<file path="config.mk">
export PLATFORM = sky130hd
export DESIGN_NAME = ptp_tod_counter
export DESIGN_NICKNAME = d
export VERILOG_FILES = /design/src/rtl/ptp_tod_pkg.sv /design/src/rtl/ptp_tod_regs.sv /design/src/rtl/ptp_tod_core.sv /design/src/rtl/ptp_tod_counter.sv
export SDC_FILE = /design/constraint.sdc
export NUM_CORES = 1
export LEC_CHECK = 0
export BUFFER_PORTS_ARGS = -buffer_cell sky130_fd_sc_hd__buf_2
export CAP_MARGIN = 30
export CORE_MARGIN = 3
export CORE_UTILIZATION = 35
export DETAILED_ROUTE_END_ITERATION = 16
export PLACE_DENSITY_LB_ADDON = 0.3
export SYNTH_ARGS = -nofsm -noshare
export SYNTH_HDL_FRONTEND = slang
export SYNTH_SLANG_ARGS = --single-unit
</file>
<file path="constraint.sdc">
create_clock -name clk -period 14.6 [get_ports clk]
set_clock_uncertainty 0.15 [all_clocks]
set_input_delay 2.19 -clock clk [delete_from_list [all_inputs] [get_ports clk]]
set_output_delay 2.19 -clock clk [all_outputs]
set_load 0.01 [all_outputs]
</file>
<file path="src/rtl/ptp_tod_pkg.sv">
package ptp_tod_pkg;
    localparam int ADDR_W = 3;

    localparam logic [ADDR_W-1:0] A_NS     = 3'd0;
    localparam logic [ADDR_W-1:0] A_SEC_LO = 3'd1;
    localparam logic [ADDR_W-1:0] A_SEC_HI = 3'd2;
    localparam logic [ADDR_W-1:0] A_INC_NS = 3'd3;
    localparam logic [ADDR_W-1:0] A_INC_FR = 3'd4;
    localparam logic [ADDR_W-1:0] A_ADJ    = 3'd5;

    localparam longint NS_PER_SEC = 64'd1000000000;

    typedef enum logic {ST_SEC_SYNC, ST_SEC_HI_HELD} sec_st_t;
    typedef enum logic {ST_INC_LIVE, ST_INC_SUB_HELD} inc_st_t;
endpackage

</file>
<file path="src/rtl/ptp_tod_regs.sv">
module ptp_tod_regs
    import ptp_tod_pkg::*;
#(
    parameter int DATA_W   = 32,
    parameter int NS_W     = 30,
    parameter int SECL_W   = 32,
    parameter int SECH_W   = 16,
    parameter int INC_NS_W = 8,
    parameter int FRAC_W   = 16,
    parameter int SIGN_BIT = 31
) (
    input  logic                     clk,
    input  logic                     rst_n,
    input  logic                     wr_en,
    input  logic [ADDR_W-1:0]        wr_addr,
    input  logic [DATA_W-1:0]        wr_data,
    input  logic [SECH_W-1:0]        live_sec_hi,
    output logic [INC_NS_W-1:0]      inc_ns,
    output logic [FRAC_W-1:0]        inc_frac,
    output logic                     ns_load,
    output logic [NS_W-1:0]          ns_val,
    output logic                     sec_load,
    output logic [SECL_W+SECH_W-1:0] sec_val,
    output logic                     adj_go,
    output logic                     adj_neg,
    output logic [NS_W-1:0]          adj_mag
);
    sec_st_t sec_st, sec_st_n;
    inc_st_t inc_st, inc_st_n;
    logic [SECH_W-1:0] hi_stage;
    logic [FRAC_W-1:0] frac_stage;

    logic w_ns, w_lo, w_hi, w_incns, w_frac, w_adj;
    assign w_ns    = wr_en && (wr_addr == A_NS);
    assign w_lo    = wr_en && (wr_addr == A_SEC_LO);
    assign w_hi    = wr_en && (wr_addr == A_SEC_HI);
    assign w_incns = wr_en && (wr_addr == A_INC_NS);
    assign w_frac  = wr_en && (wr_addr == A_INC_FR);
    assign w_adj   = wr_en && (wr_addr == A_ADJ);

    always_comb begin
        sec_st_n = sec_st;
        unique case (sec_st)
            ST_SEC_SYNC:    if (w_hi) sec_st_n = ST_SEC_HI_HELD;
            ST_SEC_HI_HELD: if (w_lo) sec_st_n = ST_SEC_SYNC;
            default:        sec_st_n = ST_SEC_SYNC;
        endcase
        inc_st_n = inc_st;
        unique case (inc_st)
            ST_INC_LIVE:     if (w_frac)  inc_st_n = ST_INC_SUB_HELD;
            ST_INC_SUB_HELD: if (w_incns) inc_st_n = ST_INC_LIVE;
            default:         inc_st_n = ST_INC_LIVE;
        endcase
    end

    always_ff @(posedge clk or negedge rst_n) begin
        if (!rst_n) begin
            sec_st     <= ST_SEC_SYNC;
            inc_st     <= ST_INC_LIVE;
            hi_stage   <= '0;
            frac_stage <= '0;
            inc_ns     <= '0;
            inc_frac   <= '0;
        end else begin
            sec_st <= sec_st_n;
            inc_st <= inc_st_n;
            if (w_hi)   hi_stage   <= wr_data[SECH_W-1:0];
            if (w_frac) frac_stage <= wr_data[FRAC_W-1:0];
            if (w_incns) begin
                inc_ns <= wr_data[INC_NS_W-1:0];
                if (inc_st == ST_INC_SUB_HELD) inc_frac <= frac_stage;
            end
        end
    end

    always_comb begin
        ns_load  = w_ns;
        ns_val   = wr_data[NS_W-1:0];
        sec_load = w_lo;
        sec_val  = (sec_st == ST_SEC_HI_HELD) ? {hi_stage, wr_data[SECL_W-1:0]}
                                              : {live_sec_hi, wr_data[SECL_W-1:0]};
        adj_go   = w_adj;
        adj_neg  = wr_data[SIGN_BIT];
        adj_mag  = wr_data[NS_W-1:0];
    end
endmodule

</file>
<file path="src/rtl/ptp_tod_core.sv">
module ptp_tod_core
    import ptp_tod_pkg::*;
#(
    parameter int NS_W     = 30,
    parameter int SEC_W    = 48,
    parameter int INC_NS_W = 8,
    parameter int FRAC_W   = 16
) (
    input  logic                clk,
    input  logic                rst_n,
    input  logic                tick,
    input  logic [INC_NS_W-1:0] inc_ns,
    input  logic [FRAC_W-1:0]   inc_frac,
    input  logic                ns_load,
    input  logic [NS_W-1:0]     ns_val,
    input  logic                sec_load,
    input  logic [SEC_W-1:0]    sec_val,
    input  logic                adj_go,
    input  logic                adj_neg,
    input  logic [NS_W-1:0]     adj_mag,
    output logic [NS_W-1:0]     tod_ns,
    output logic [SEC_W-1:0]    tod_sec
);
    localparam int TW = NS_W + 3;
    localparam logic [TW-1:0] BILLION = TW'(NS_PER_SEC);

    logic [FRAC_W-1:0] acc_q;
    logic [FRAC_W:0]   acc_sum;
    logic [INC_NS_W:0] step;
    logic [TW-1:0]     total;
    logic [NS_W-1:0]   ns_n;
    logic [SEC_W-1:0]  sec_n;

    always_comb begin
        acc_sum = {1'b0, acc_q} + {1'b0, inc_frac};
        step    = tick ? ({1'b0, inc_ns} + {{INC_NS_W{1'b0}}, acc_sum[FRAC_W]}) : '0;
        total   = TW'(tod_ns) + TW'(step);
        if (adj_go) total = adj_neg ? (total - TW'(adj_mag)) : (total + TW'(adj_mag));
        sec_n = tod_sec;
        ns_n  = total[NS_W-1:0];
        if (total[TW-1]) begin
            ns_n  = NS_W'(total + BILLION);
            sec_n = tod_sec - 1'b1;
        end else if (total >= BILLION) begin
            ns_n  = NS_W'(total - BILLION);
            sec_n = tod_sec + 1'b1;
        end
        if (ns_load) begin
            ns_n  = ns_val;
            sec_n = tod_sec;
        end
        if (sec_load) sec_n = sec_val;
    end

    always_ff @(posedge clk or negedge rst_n) begin
        if (!rst_n) begin
            acc_q   <= '0;
            tod_ns  <= '0;
            tod_sec <= '0;
        end else begin
            if (tick) acc_q <= acc_sum[FRAC_W-1:0];
            tod_ns  <= ns_n;
            tod_sec <= sec_n;
        end
    end
endmodule

</file>
<file path="src/rtl/ptp_tod_counter.sv">
module ptp_tod_counter
    import ptp_tod_pkg::*;
#(
    parameter int DATA_W   = 32,
    parameter int NS_W     = 30,
    parameter int SECL_W   = 32,
    parameter int SECH_W   = 16,
    parameter int INC_NS_W = 8,
    parameter int FRAC_W   = 16,
    parameter int SIGN_BIT = 31
) (
    input  logic                     clk,
    input  logic                     rst_n,
    input  logic                     tick,
    input  logic                     wr_en,
    input  logic [2:0]               wr_addr,
    input  logic [DATA_W-1:0]        wr_data,
    input  logic [2:0]               rd_addr,
    output logic [DATA_W-1:0]        rd_data,
    output logic [NS_W-1:0]          tod_ns,
    output logic [SECL_W+SECH_W-1:0] tod_sec
);
    localparam int SEC_W = SECL_W + SECH_W;

    logic [INC_NS_W-1:0] inc_ns;
    logic [FRAC_W-1:0]   inc_frac;
    logic                ns_load, sec_load, adj_go, adj_neg;
    logic [NS_W-1:0]     ns_val, adj_mag;
    logic [SEC_W-1:0]    sec_val;

    ptp_tod_regs #(
        .DATA_W(DATA_W), .NS_W(NS_W), .SECL_W(SECL_W), .SECH_W(SECH_W),
        .INC_NS_W(INC_NS_W), .FRAC_W(FRAC_W), .SIGN_BIT(SIGN_BIT)
    ) u_regs (
        .clk(clk), .rst_n(rst_n), .wr_en(wr_en), .wr_addr(wr_addr),
        .wr_data(wr_data), .live_sec_hi(tod_sec[SEC_W-1:SECL_W]),
        .inc_ns(inc_ns), .inc_frac(inc_frac),
        .ns_load(ns_load), .ns_val(ns_val),
        .sec_load(sec_load), .sec_val(sec_val),
        .adj_go(adj_go), .adj_neg(adj_neg), .adj_mag(adj_mag)
    );

    ptp_tod_core #(
        .NS_W(NS_W), .SEC_W(SEC_W), .INC_NS_W(INC_NS_W), .FRAC_W(FRAC_W)
    ) u_core (
        .clk(clk), .rst_n(rst_n), .tick(tick),
        .inc_ns(inc_ns), .inc_frac(inc_frac),
        .ns_load(ns_load), .ns_val(ns_val),
        .sec_load(sec_load), .sec_val(sec_val),
        .adj_go(adj_go), .adj_neg(adj_neg), .adj_mag(adj_mag),
        .tod_ns(tod_ns), .tod_sec(tod_sec)
    );

    always_comb begin
        unique case (rd_addr)
            A_NS:     rd_data = DATA_W'(tod_ns);
            A_SEC_LO: rd_data = DATA_W'(tod_sec[SECL_W-1:0]);
            A_SEC_HI: rd_data = DATA_W'(tod_sec[SEC_W-1:SECL_W]);
            A_INC_NS: rd_data = DATA_W'(inc_ns);
            A_INC_FR: rd_data = DATA_W'(inc_frac);
            default:  rd_data = '0;
        endcase
    end
endmodule

</file>
Word-level counts from Yosys, hierarchy flattened. Index checks and enable logic that the tools add are counted.

Add/sub/neg operators: 9. Bitwise gates (word level): 2. Multipliers: 0. Div/mod/pow operators: 0. Shift operators: 0. Reductions and logical operators: 12. Order comparisons: 1. Equality and inequality tests: 11. Mux-type cells: 18.

Operators by type and width (number): 48-bit two-way mux (5); 32-bit one-hot mux with 5 select lines (1); 30-bit two-way mux (3); 33-bit two-way mux (2); 48-bit by 1-bit adder with 48-bit output, second input constant (1); 48-bit by 1-bit subtractor with 48-bit output, second input constant (1); 33-bit by 30-bit adder with 33-bit output (1); 33-bit by 30-bit greater-or-equal comparator with 1-bit output, second input constant (1); 33-bit by 30-bit subtractor with 33-bit output (1); 30-bit by 9-bit adder with 31-bit output (1); 30-bit adder, second input constant (1); 30-bit subtractor, second input constant (1); 16-bit by 16-bit adder with 17-bit output (1); 3-bit by 2-bit == test with 1-bit output, second input constant (4); 8-bit by 1-bit adder with 9-bit output (1); 3-bit == test, second input constant (3); 9-bit two-way mux (1); 3-bit by 1-bit == test with 1-bit output, second input constant (2); 1-bit logical AND (6); 3-bit zero test (2); 1-bit two-way mux (4); 2-bit by 1-bit inequality test with 1-bit output, second input constant (2); 1-bit one-hot mux with 2 select lines (2); 2-bit AND reduction (2); 3 further kinds (4).

Output and inout bits: 110. Memories kept: 0. Logic and storage cells: 63. Input port bits: 42. Bits in writable memories: 0. Register bits: 152. Bits in read-only memories: 0. Latch bits: 0.

Depth between registers and ports, before layout. Gate-level depths: netlist of run 1.

Depth after elaboration: 12. Depth in mapped cells: 53. Mapped depth without buffers: 51.

Cells and area by module. A second synthesis of run 1 with hierarchy kept.

Cells, all modules: 2127. Area total of the unflattened synthesis: 17845.9 µm².

Modules (own cells, without submodules): ptp_tod_core (times used 1, area an instance 13915.8 µm², sequential area each 2352.3 µm², cells each 1777); ptp_tod_regs (times used 1, area an instance 3166.8 µm², sequential area each 1451.4 µm², cells each 243); ptp_tod_counter (times used 1, area an instance 763.2 µm², sequential area each 0.0 µm², cells each 107).

Least setup slack after synthesis of run 1. No wires, ideal clock.

Path type: register to register. Start: reg u_regs.inc_frac[0]. End: reg u_core.tod_sec[44]. Path buffers: 2. Required time: 14.323 ns. Setup time: 0.127 ns. Period minus slack after synthesis: 11.604 ns. Arrival: 11.326 ns. Cell stages (with the launch flop): 51. Slack: 2.996 ns. Path through: dfrtp_1 ha_1 fa_1 a21o_1 a21oi_1 o21bai_1 a21oi_1 o21bai_1 a21oi_1 nor2b_1 o21a_1 nor4_1 nor3_1 a31o_2 a21o_1 a21o_1 ha_1 nand4_1 (+15 left out) nand2b_1 or2_2 inv_2 buf_1 ha_1 nor2b_1 o21ai_0 a21oi_1 o211a_1 o211ai_1 a21oi_1 nor4bb_1 o31a_1 nor3_1 o41ai_1 xor2_1 o21ai_0 mux2_1.

Cells in the longest elaborated chain, start to end: 10. Elaborated cells between the ends (all ways): 14. Classes of those cells: 5 x add/sub; 1 x order compare; 6 x mux; 2 x reduce/logical.

RTL lines: from (decl) (RTL line ptp_tod_regs.sv:19) `output logic [FRAC_W-1:0] inc_frac,`; from (signal assigned) (RTL line ptp_tod_regs.sv:71) `if (inc_st == ST_INC_SUB_HELD) inc_frac <= frac_stage;`; 16-bit by 16-bit adder with 17-bit output * (RTL line ptp_tod_core.sv:35) `acc_sum = {1'b0, acc_q} + {1'b0, inc_frac};`; 8-bit by 1-bit adder with 9-bit output * (RTL line ptp_tod_core.sv:36) `step = tick ? ({1'b0, inc_ns} + {{INC_NS_W{1'b0}}, acc_sum[FRAC_W]}) : '0;`; 9-bit two-way mux * (RTL line ptp_tod_core.sv:36); 30-bit by 9-bit adder with 31-bit output * (RTL line ptp_tod_core.sv:37) `total = TW'(tod_ns) + TW'(step);`; 33-bit by 30-bit adder with 33-bit output / 33-bit by 30-bit subtractor with 33-bit output (equally long branches) (RTL line ptp_tod_core.sv:38) `if (adj_go) total = adj_neg ? (total - TW'(adj_mag)) : (total + TW'(adj_mag));`; 33-bit two-way mux (RTL line ptp_tod_core.sv:38); 33-bit two-way mux * (RTL line ptp_tod_core.sv:38); 33-bit by 30-bit greater-or-equal comparator with 1-bit output / 48-bit two-way mux (equally long branches) (RTL line ptp_tod_core.sv:44, ptp_tod_core.sv:41); 3-bit nonzero test (no line) / 48-bit two-way mux (equally long branches); 3-bit AND reduction (no line) / 48-bit two-way mux (equally long branches); to (signal assigned) (RTL line ptp_tod_core.sv:63) `tod_sec <= sec_n;`; to (decl) (RTL line ptp_tod_core.sv:22) `output logic [SEC_W-1:0] tod_sec`.

Mark *: on every way between the ends. The rest lies on a longest branch, timed or not. The select of a mux whose other input is x is not followed. A chain may end at the register's enable or synchronous reset.

Final worst setup path of run 1.
Start: reg u_regs.inc_frac[0]. End: reg u_core.tod_sec[47].

The elaborated chain is that of the path after synthesis.

==> impl_metrics.py, run 1 <==
metrics = {
    "run_status": {
        "outcome": "complete, no violations",
    },
    "sta": {
        "fin_setup_tns_ps": 0,
        "finalWorstSetupSlack_ps": 1700,
        "hold_viol": 0,
        "fin_crit_ps": 12900,
        "finalCritPeriodShare_pct": 88.4,
        "slew_headroom_pct": 35.5,
        "max_freq_ghz": 0.0775,
        "whs_ps": 354,
        "setup_violations": 0,
        "report.final.slew_viol_count": 0,
        "rsz0062_at_grt": "no",
        "worstMarginPinSlew_ps": 961,
    },
    "cts": {
        "clock_path_buffers": 2,
        "cts_made_buffers": 17,
        "postCtsHoldBufs": 0,
        "post_cts_buffers": 0,
        "htree_levels": 4,
        "clock_latency_ps": 450,
        "clock-sinks": 152,
        "ctsResizeCount": 0,
        "cts_tree": "built",
        "cts.clk_slew.worst_paths_ps": 70,
        "root_buffer": "clkbuf_16",
    },
    "detailed_routing": {
        "drt_iter0_drc": 1351,
        "num_vias": 16374,
        "route.detailed.drc": 0,
        "routedWlPerCell_um": 21.7,
        "first_pass_iters": 5,
        "wirelength_um": 60300,
        "avgViaCountPerCell": 5.89,
        "ant_nets": 0,
    },
    "floorplanning": {
        "die_y_um": 224,
        "start_util_pct": 35.6,
        "fp.dieW_um": 224,
        "rows": 79,
        "fp.coreArea_um2": 46800,
        "die-area_um2": 50200,
        "ioPinCount": 152,
    },
    "yosys": {
        "ys.flop_type": "dfrtp_1",
        "yosysTopAreaCell": "dfrtp_1",
        "synthTopCellsByCount": "nand2_1, a21oi_1, nor2_1",
        "yosysMostFrequentCell": "nand2_1",
        "syn_area_um2": 16600,
        "synth_area_leaders": "dfrtp_1, ha_1, a21oi_1",
        "synthArstFlopShare_pct": 100,
        "yosysSeqAreaShare_pct": 22.9,
        "synth.yosys.warnings": 0,
        "syn-num-nets": 2266,
        "avgSynthCellArea_um2": 7.99,
        "yosys_register_bits": 152,
        "synth-edff-count": 0,
        "syn_inst": 2082,
        "synth_top_area_share_pct": 22.9,
        "synth.distinct_cells": 91,
    },
    "grt": {
        "grt_use_met1_pct": 32.3,
        "gr-max-usage-layer": "met2",
        "antenna_found_initial": 0,
        "grt_usage_pct": 23.4,
        "met3_usage_pct": 2.59,
        "grt_pass1_wl_um": 92500,
        "grt_use_met2_pct": 38.2,
        "grt_pass1_vias": 15637,
        "grt_max_degree": 90,
        "grt_remaining_overflow": 0,
    },
    "run": {
        "maxCapViolCount": 0,
    },
    "place": {
        "placed_cells": 2750,
        "pre_cts_slack_ps": 1960,
        "dp_hpwl_um": 47200,
        "placed_area_um2": 17900,
        "port_buffers": 151,
        "gp_congestion": 0.937,
    },
    "pwr": {
        "p_per_area_nw_per_um2": 205,
        "finalPower_mw": 3.77,
        "peakVddDrop_mv": 0.0869,
        "leakagePower_nw": 8.42,
    },
    "worst_setup_path": {
        "critical_path_required_ps": 14810,
        "path_class": "reg -> reg",
        "startpoint_type": "flip-flop",
        "slowest_stage": "a21oi_1",
        "cpPeakStageDelay_ps": 600,
        "crit_path_end_kind": "flip-flop",
        "crit_arrival_ps": 13110,
        "cp_common_cell": "a21oi_1",
        "worstPathMaxFanout": 35,
    },
    "final_layout": {
        "fillers": 4730,
        "antenna_cells": 0,
        "final_cells": 2782,
        "area_growth_pct": 10.7,
        "drive_gt1_share_pct": 14.5,
        "final_util_pct": 39.4,
        "layout.nets": 2346,
        "final_cell_area_um2": 18400,
    },
    "hold_path": {
        "min_path_type": "reg -> reg",
    },
}
-- cell families (layout without fill, tap and decap cells) --
group	Yosys count	after routing	share of synthesized area, %
DFF	152	152	22.9
muxes	147	147	9.50
and+or+nand+nor	634	634	18.1
xor gates and xnor gates	127	127	6.68
adders and majority gates	142	142	10.9
buffers and inverters	203	296	4.82
AOI/OAI and AO/OA	677	677	27.1
-- layout by cell type, fill, tap and decap left out, types with 59 or more instances in the layout --
| cell | instances |
|---|---|
| nand2_1 | 183 |
| a21oi_1 | 180 |
| nor2_1 | 169 |
| dfrtp_1 | 152 |
| buf_2 | 150 |
| o21ai_0 | 145 |
| ha_1 | 137 |
| inv_1 | 92 |
| xnor2_1 | 87 |
| mux2_2 | 76 |
| mux2i_1 | 59 |
-- critical path: cells and delay by family, from the launching register on --
family | cells | cell delay, ps
compound gates | 26 | 6190
mux | 1 | 290
simple gates | 13 | 2630
buf+inv | 2 | 530
xor+xnor | 2 | 300
flops | 1 | 400
fa+ha+maj | 6 | 2240
-- report_power, final --
| part | internal, mW | switching, mW |
|---|---|---|
| combinational | 1.01 | 1.48 |
| clock | 0.225 | 0.211 |
| sequential | 0.585 | 0.264 |
-- final timing paths --
path	cells past startpoint	slack [ps]	to	start
setup / recovery	50	1700	u_core.tod_sec[47]$_DFFE_PN0P_	u_regs.inc_frac[0]$_DFFE_PN0P_
hold / removal	1	350	u_regs.inc_frac[10]$_DFFE_PN0P_	u_regs.frac_stage[10]$_DFFE_PN0P_
setup reg to reg	50	1700	u_core.tod_sec[47]$_DFFE_PN0P_	u_regs.inc_frac[0]$_DFFE_PN0P_
hold reg to reg	1	350	u_regs.inc_frac[10]$_DFFE_PN0P_	u_regs.frac_stage[10]$_DFFE_PN0P_
max in group asynchronous	2	11210	u_core.acc_q[14]$_DFFE_PN0P_	rst_n
min in group asynchronous	1	1680	u_core.acc_q[6]$_DFFE_PN0P_	rst_n
-- routing by layer --
metal	vias up	share of wire, %
li1	7783	-
met1	7972	46
met2	533	46
met3	84	5.3
met4	2	3.0
met5	-	0.0083
-- layout make-up --
type	count	area (um^2)	area share (%)
Timing Repair Buffer	167	890	4.83
Sequential cell	152	3800	20.6
Clock inverter	15	138	0.747
Multi-Input combinational cell	1727	12000	65.4
Inverter	97	364	1.98
Tap cell	607	759	4.12
Clock buffer	17	425	2.31
-- sequential cells by signal, indices dropped and copies added (netlist names) --
signal             count
u_regs.inc_ns          8
u_regs.inc_frac       16
u_regs.sec_st          1
u_regs.frac_stage     16
u_regs.hi_stage       16
u_core.acc_q          16
u_core.tod_sec        48
u_regs.inc_st          1
u_core.tod_ns         30
Note: power is estimated with default switching activity, not from simulation.
==> run 2: changes to the inputs <==
--- a/config.mk
+++ b/config.mk
@@ -8,8 +8,9 @@
 export BUFFER_PORTS_ARGS = -buffer_cell sky130_fd_sc_hd__buf_2
 export CAP_MARGIN = 30
 export CORE_MARGIN = 3
-export CORE_UTILIZATION = 35
+export CORE_UTILIZATION = 25
 export DETAILED_ROUTE_END_ITERATION = 16
+export GPL_TIMING_DRIVEN = 0
 export PLACE_DENSITY_LB_ADDON = 0.3
 export SYNTH_ARGS = -nofsm -noshare
 export SYNTH_HDL_FRONTEND = slang
==> run 2 against run 1 <==
Net effect: sequential share of layout area is 0.70 points lower; final cell count up 12%; die area is 39% higher; register-to-register slack got worse by 500 ps; critical path type unchanged.
==> impl_metrics.py, run 2 (synthesis gave the netlist of run 1 again) <==
metrics = {
    "floorplanning": {
        "die_y_um": 264,
        "fp.dieW_um": 264,
        "ioPinCount": 152,
        "die-area_um2": 69700,
        "fp.coreArea_um2": 65200,
        "rows": 93,
        "start_util_pct": 25.5,
    },
    "grt": {
        "met3_usage_pct": 1.97,
        "grt_use_met1_pct": 25.9,
        "gr-max-usage-layer": "met2",
        "grt_use_met2_pct": 33.0,
        "grt_max_degree": 108,
        "grt_remaining_overflow": 0,
        "grt_usage_pct": 19.3,
        "grt_pass1_wl_um": 105000,
        "grt_pass1_vias": 16456,
        "antenna_found_initial": 4,
    },
    "worst_setup_path": {
        "path_class": "reg -> reg",
        "worstPathMaxFanout": 45,
        "reg2reg_to": "u_core.tod_sec[47]$_DFFE_PN0P_",
        "rr_startpoint": "u_regs.inc_frac[0]$_DFFE_PN0P_",
        "slowest_stage": "a21oi_1",
        "critical_path_required_ps": 14800,
        "crit_path_start": "u_regs.inc_frac[0]$_DFFE_PN0P_",
        "crit_path_end_kind": "flip-flop",
        "r2r_cells": 51,
        "cp.depth": 51,
        "r2r_setup_slack_ps": 1200,
        "crit_path_end": "u_core.tod_sec[47]$_DFFE_PN0P_",
        "cp_common_cell": "a21oi_1",
        "cpPeakStageDelay_ps": 680,
        "cp_num_buf_inv": 4,
        "crit_arrival_ps": 13600,
        "startpoint_type": "flip-flop",
        "critical-path-top-delay-family": "compound AO/OA/AOI/OAI gates",
    },
    "sta": {
        "rsz0062_at_grt": "no",
        "fin_crit_ps": 13400,
        "slew_headroom_pct": 32.0,
        "finalCritPeriodShare_pct": 91.8,
        "setup_violations": 0,
        "report.final.slew_viol_count": 0,
        "worstMarginPinSlew_ps": 1010,
        "max_freq_ghz": 0.0746,
        "fin_setup_tns_ps": 0,
        "hold_viol": 0,
    },
    "place": {
        "port_buffers": 147,
        "dp_hpwl_um": 56600,
        "placed_cells": 3087,
        "gp_congestion": 0.926,
        "placed_area_um2": 18500,
    },
    "run_status": {
        "outcome": "complete, no violations",
    },
    "cts": {
        "cts_made_buffers": 17,
        "clock_latency_ps": 450,
        "clock_path_buffers": 2,
        "clock-sinks": 152,
        "cts_tree": "built",
        "htree_levels": 4,
        "post_cts_buffers": 0,
        "postCtsHoldBufs": 0,
        "cts.clk_slew.worst_paths_ps": 70,
        "root_buffer": "clkbuf_16",
        "ctsResizeCount": 0,
    },
    "pwr": {
        "peakVddDrop_mv": 0.0879,
        "finalPower_mw": 3.87,
        "leakagePower_nw": 8.54,
        "p_per_area_nw_per_um2": 203,
    },
    "final_layout": {
        "drive_gt1_share_pct": 14.1,
        "largest_reg_flops": 48,
        "final_cells": 3118,
        "final_common_cell": "nand2_1",
        "reg.largest.list": "u_core.tod_sec x48, u_core.tod_ns x30",
        "final_util_pct": 29.3,
        "layout.nets": 2435,
        "area_growth_pct": 14.6,
        "top_register": "u_core.tod_sec",
        "antenna_cells": 0,
        "final_cell_area_um2": 19100,
        "final_cell_mix": "nand2_1, a21oi_1, nor2_1",
    },
    "detailed_routing": {
        "wirelength_um": 69800,
        "drt_iter0_drc": 1567,
        "num_vias": 16929,
        "route.detailed.drc": 0,
        "routedWlPerCell_um": 22.4,
        "ant_nets": 0,
        "first_pass_iters": 6,
        "avgViaCountPerCell": 5.43,
    },
    "hold_path": {
        "min_path_type": "reg -> reg",
    },
    "run": {
        "maxCapViolCount": 0,
    },
}
-- run 2: area by class of cell --
type                            count  area (um^2)
Fill cell                        7070        46100
Clock inverter                     11         86.3
Sequential cell                   152         3800
Inverter                           97          364
Multi-Input combinational cell   1727        12000
Clock buffer                       20          467
Buffer                            106          439
Timing Repair Buffer              150          801
Tap cell                          855         1070
-- run 2: power breakdown --
group          internal, mW  total, mW  switching, mW
combinational          1.02       2.59           1.57
clock                 0.233      0.434          0.202
sequential            0.585      0.847          0.262
total                  1.84       3.87           2.03
-- run 2: worst min-delay path by stage --
stage                                                 start                               to  slack [ps]  cells past startpoint
after floorplan             u_regs.hi_stage[15]$_DFFE_PN0P_  u_regs.hi_stage[15]$_DFFE_PN0P_         330                      1
after global placement     u_regs.frac_stage[2]$_DFFE_PN0P_   u_regs.inc_frac[2]$_DFFE_PN0P_         330                      1
after detailed placement  u_regs.frac_stage[10]$_DFFE_PN0P_  u_regs.inc_frac[10]$_DFFE_PN0P_         340                      1
after CTS                 u_regs.frac_stage[15]$_DFFE_PN0P_  u_regs.inc_frac[15]$_DFFE_PN0P_         350                      1
after global routing       u_regs.frac_stage[6]$_DFFE_PN0P_   u_regs.inc_frac[6]$_DFFE_PN0P_         370                      1
final                     u_regs.frac_stage[15]$_DFFE_PN0P_  u_regs.inc_frac[15]$_DFFE_PN0P_         350                      1
-- run 2: routing by layer --
metal | part of all wire, % | vias to the layer above
li1 | - | 7974
met1 | 45 | 8361
met2 | 47 | 511
met3 | 4.6 | 81
met4 | 2.7 | 2
met5 | 0.019 | -
-- run 2: per-stage QoR --
step / hold WS (ps) / setup slack (ps)
3_5_place_dp: 341 / 1400
6_report: 353 / 1200
5_1_grt: 367 / 285
4_1_cts: 348 / 1270
3_3_place_gp: 334 / -360
2_1_floorplan: 327 / 3000
==> run 3: changes to the inputs <==
--- a/config.mk
+++ b/config.mk
@@ -5,11 +5,11 @@
 export SDC_FILE = /design/constraint.sdc
 export NUM_CORES = 1
 export LEC_CHECK = 0
-export BUFFER_PORTS_ARGS = -buffer_cell sky130_fd_sc_hd__buf_2
 export CAP_MARGIN = 30
 export CORE_MARGIN = 3
 export CORE_UTILIZATION = 25
 export DETAILED_ROUTE_END_ITERATION = 16
+export DONT_BUFFER_PORTS = 1
 export GPL_TIMING_DRIVEN = 0
 export PLACE_DENSITY_LB_ADDON = 0.3
 export SYNTH_ARGS = -nofsm -noshare
==> run 3 against run 2 <==
Net effect: fmax shrank 1.5%; power is 2.6% lower; final cell count fell by 4.8%; register-to-register slack got worse by 210 ps; routed wire length decreased by 1.4%; non-clock buffer count is 148 lower; clock-buffer cell count stayed put; design area shrank 3.8%; die area is the same; sequential share of layout area rose by 0.79 points; critical path depth is 2 higher.
==> impl_metrics.py, run 3 (synthesis gave the netlist of run 1 again) <==
metrics = {
    "run_status": {
        "outcome": "complete, no violations",
    },
    "place": {
        "dp_hpwl_um": 55900,
        "gp_congestion": 0.935,
        "port_buffers": 0,
        "pre_cts_slack_ps": 1190,
        "placed_cells": 2939,
        "placed_area_um2": 17700,
    },
    "detailed_routing": {
        "drt_iter0_drc": 1526,
        "first_pass_iters": 5,
        "avgViaCountPerCell": 5.54,
        "wirelength_um": 68800,
        "num_vias": 16452,
        "ant_nets": 0,
        "routedWlPerCell_um": 23.2,
        "route.detailed.drc": 0,
    },
    "sta": {
        "hold_viol": 0,
        "slew_headroom_pct": 29.7,
        "report.final.slew_viol_count": 0,
        "finalCritPeriodShare_pct": 93.2,
        "finalWorstSetupSlack_ps": 997,
        "max_freq_ghz": 0.0735,
        "rsz0062_at_grt": "no",
        "whs_ps": 350,
        "fin_setup_tns_ps": 0,
        "setup_violations": 0,
        "worstMarginPinSlew_ps": 1050,
        "fin_crit_ps": 13600,
    },
    "cts": {
        "htree_levels": 4,
        "post_cts_buffers": 0,
        "clock_path_buffers": 2,
        "root_buffer": "clkbuf_16",
        "clock_latency_ps": 450,
        "postCtsHoldBufs": 0,
        "cts.clk_slew.worst_paths_ps": 70,
        "clock-sinks": 152,
        "ctsResizeCount": 0,
        "cts_made_buffers": 17,
        "cts_tree": "built",
    },
    "worst_setup_path": {
        "worstPathMaxFanout": 39,
        "cp_common_cell": "a21oi_1",
        "crit_arrival_ps": 13800,
        "slowest_stage": "a21oi_1",
        "crit_path_end_kind": "flip-flop",
        "path_class": "reg -> reg",
        "crit_path_start": "u_regs.inc_frac[0]$_DFFE_PN0P_",
        "cpPeakStageDelay_ps": 680,
        "startpoint_type": "flip-flop",
        "critical_path_required_ps": 14800,
        "rr_startpoint": "u_regs.inc_frac[0]$_DFFE_PN0P_",
    },
    "grt": {
        "grt_pass1_wl_um": 102000,
        "grt_pass1_vias": 15916,
        "grt_remaining_overflow": 0,
        "grt_usage_pct": 19.0,
        "grt_max_degree": 153,
        "antenna_found_initial": 1,
    },
    "final_layout": {
        "final_common_cell": "nand2_1",
        "area_growth_pct": 10.2,
        "final_cells": 2969,
        "final_util_pct": 28.1,
        "final_cell_mix": "nand2_1, a21oi_1, nor2_1",
        "fillers": 7019,
        "drive_gt1_share_pct": 7.95,
        "largest_reg_flops": 48,
        "antenna_cells": 0,
        "reg.largest.list": "u_core.tod_sec x48, u_core.tod_ns x30",
        "layout.nets": 2287,
        "final_cell_area_um2": 18300,
        "top_register": "u_core.tod_sec",
    },
    "floorplanning": {
        "rows": 93,
        "die_y_um": 264,
        "ioPinCount": 152,
        "die-area_um2": 69700,
        "fp.coreArea_um2": 65200,
        "start_util_pct": 25.5,
        "fp.dieW_um": 264,
    },
    "pwr": {
        "p_per_area_nw_per_um2": 206,
        "finalPower_mw": 3.77,
        "peakVddDrop_mv": 0.0530,
        "leakagePower_nw": 7.87,
    },
    "hold_path": {
        "worstHoldStart": "u_regs.frac_stage[2]$_DFFE_PN0P_",
        "min_path_type": "reg -> reg",
    },
    "run": {
        "maxCapViolCount": 0,
    },
}
-- run 3: cell types whose count changed in the layout (fill, tap and decap cells not counted), sizes merged --
cell | previous run | this run
clkinv | 6 | 5
bufinv | 0 | 3
inv | 100 | 97
buf | 186 | 38
-- run 3: cell type report --
| type | instances | area (um^2) | area share (%) |
|---|---|---|---|
| plain buffers | 106 | 439 | 2.39 |
| clock buffers | 20 | 447 | 2.44 |
| clock inverters | 10 | 145 | 0.791 |
| inverters | 97 | 364 | 1.99 |
| multi-input cells | 1727 | 12000 | 65.6 |
| flip-flops and latches | 152 | 3800 | 20.7 |
| well taps | 855 | 1070 | 5.83 |
| repair buffers | 2 | 31.3 | 0.171 |
-- run 3: final timing paths --
path	end	slack [ps]	cells past startpoint
setup / recovery	u_core.tod_sec[47]$_DFFE_PN0P_	1000	53
hold / removal	u_regs.inc_frac[2]$_DFFE_PN0P_	350	1
setup reg to reg	u_core.tod_sec[47]$_DFFE_PN0P_	1000	53
hold reg to reg	u_regs.inc_frac[2]$_DFFE_PN0P_	350	1
max in group asynchronous	u_core.tod_sec[27]$_DFFE_PN0P_	12700	0
min in group asynchronous	u_core.acc_q[9]$_DFFE_PN0P_	1290	0
-- run 3: worst max-delay path, delay by kind of cell (launching register included) --
kind	cells	cell delay, ps
AOI/OAI and AO/OA	27	6990
muxes	1	300
adders and majority gates	7	2060
xor gates and xnor gates	1	390
DFF	1	410
and+or+nand+nor	12	1910
buffers and inverters	5	1230
-- run 3: routing by layer --
| metal | track usage [%] | vias to the layer above | share of wire [%] |
|---|---|---|---|
| met4 | 7.08 | 2 | 3.3 |
| met5 | 0 | - | 0.019 |
| met1 | 24.4 | 8116 | 43 |
| met2 | 31.9 | 542 | 47 |
| met3 | 3.15 | 109 | 6.0 |
| li1 | - | 7683 | - |
-- run 3: power by group --
group          switching (mW)  internal [mW]  leakage [nW]  total (mW)
sequential              0.343          0.583          1.87       0.926
combinational            1.44          0.946          5.72        2.39
clock                   0.188          0.273         0.283       0.461
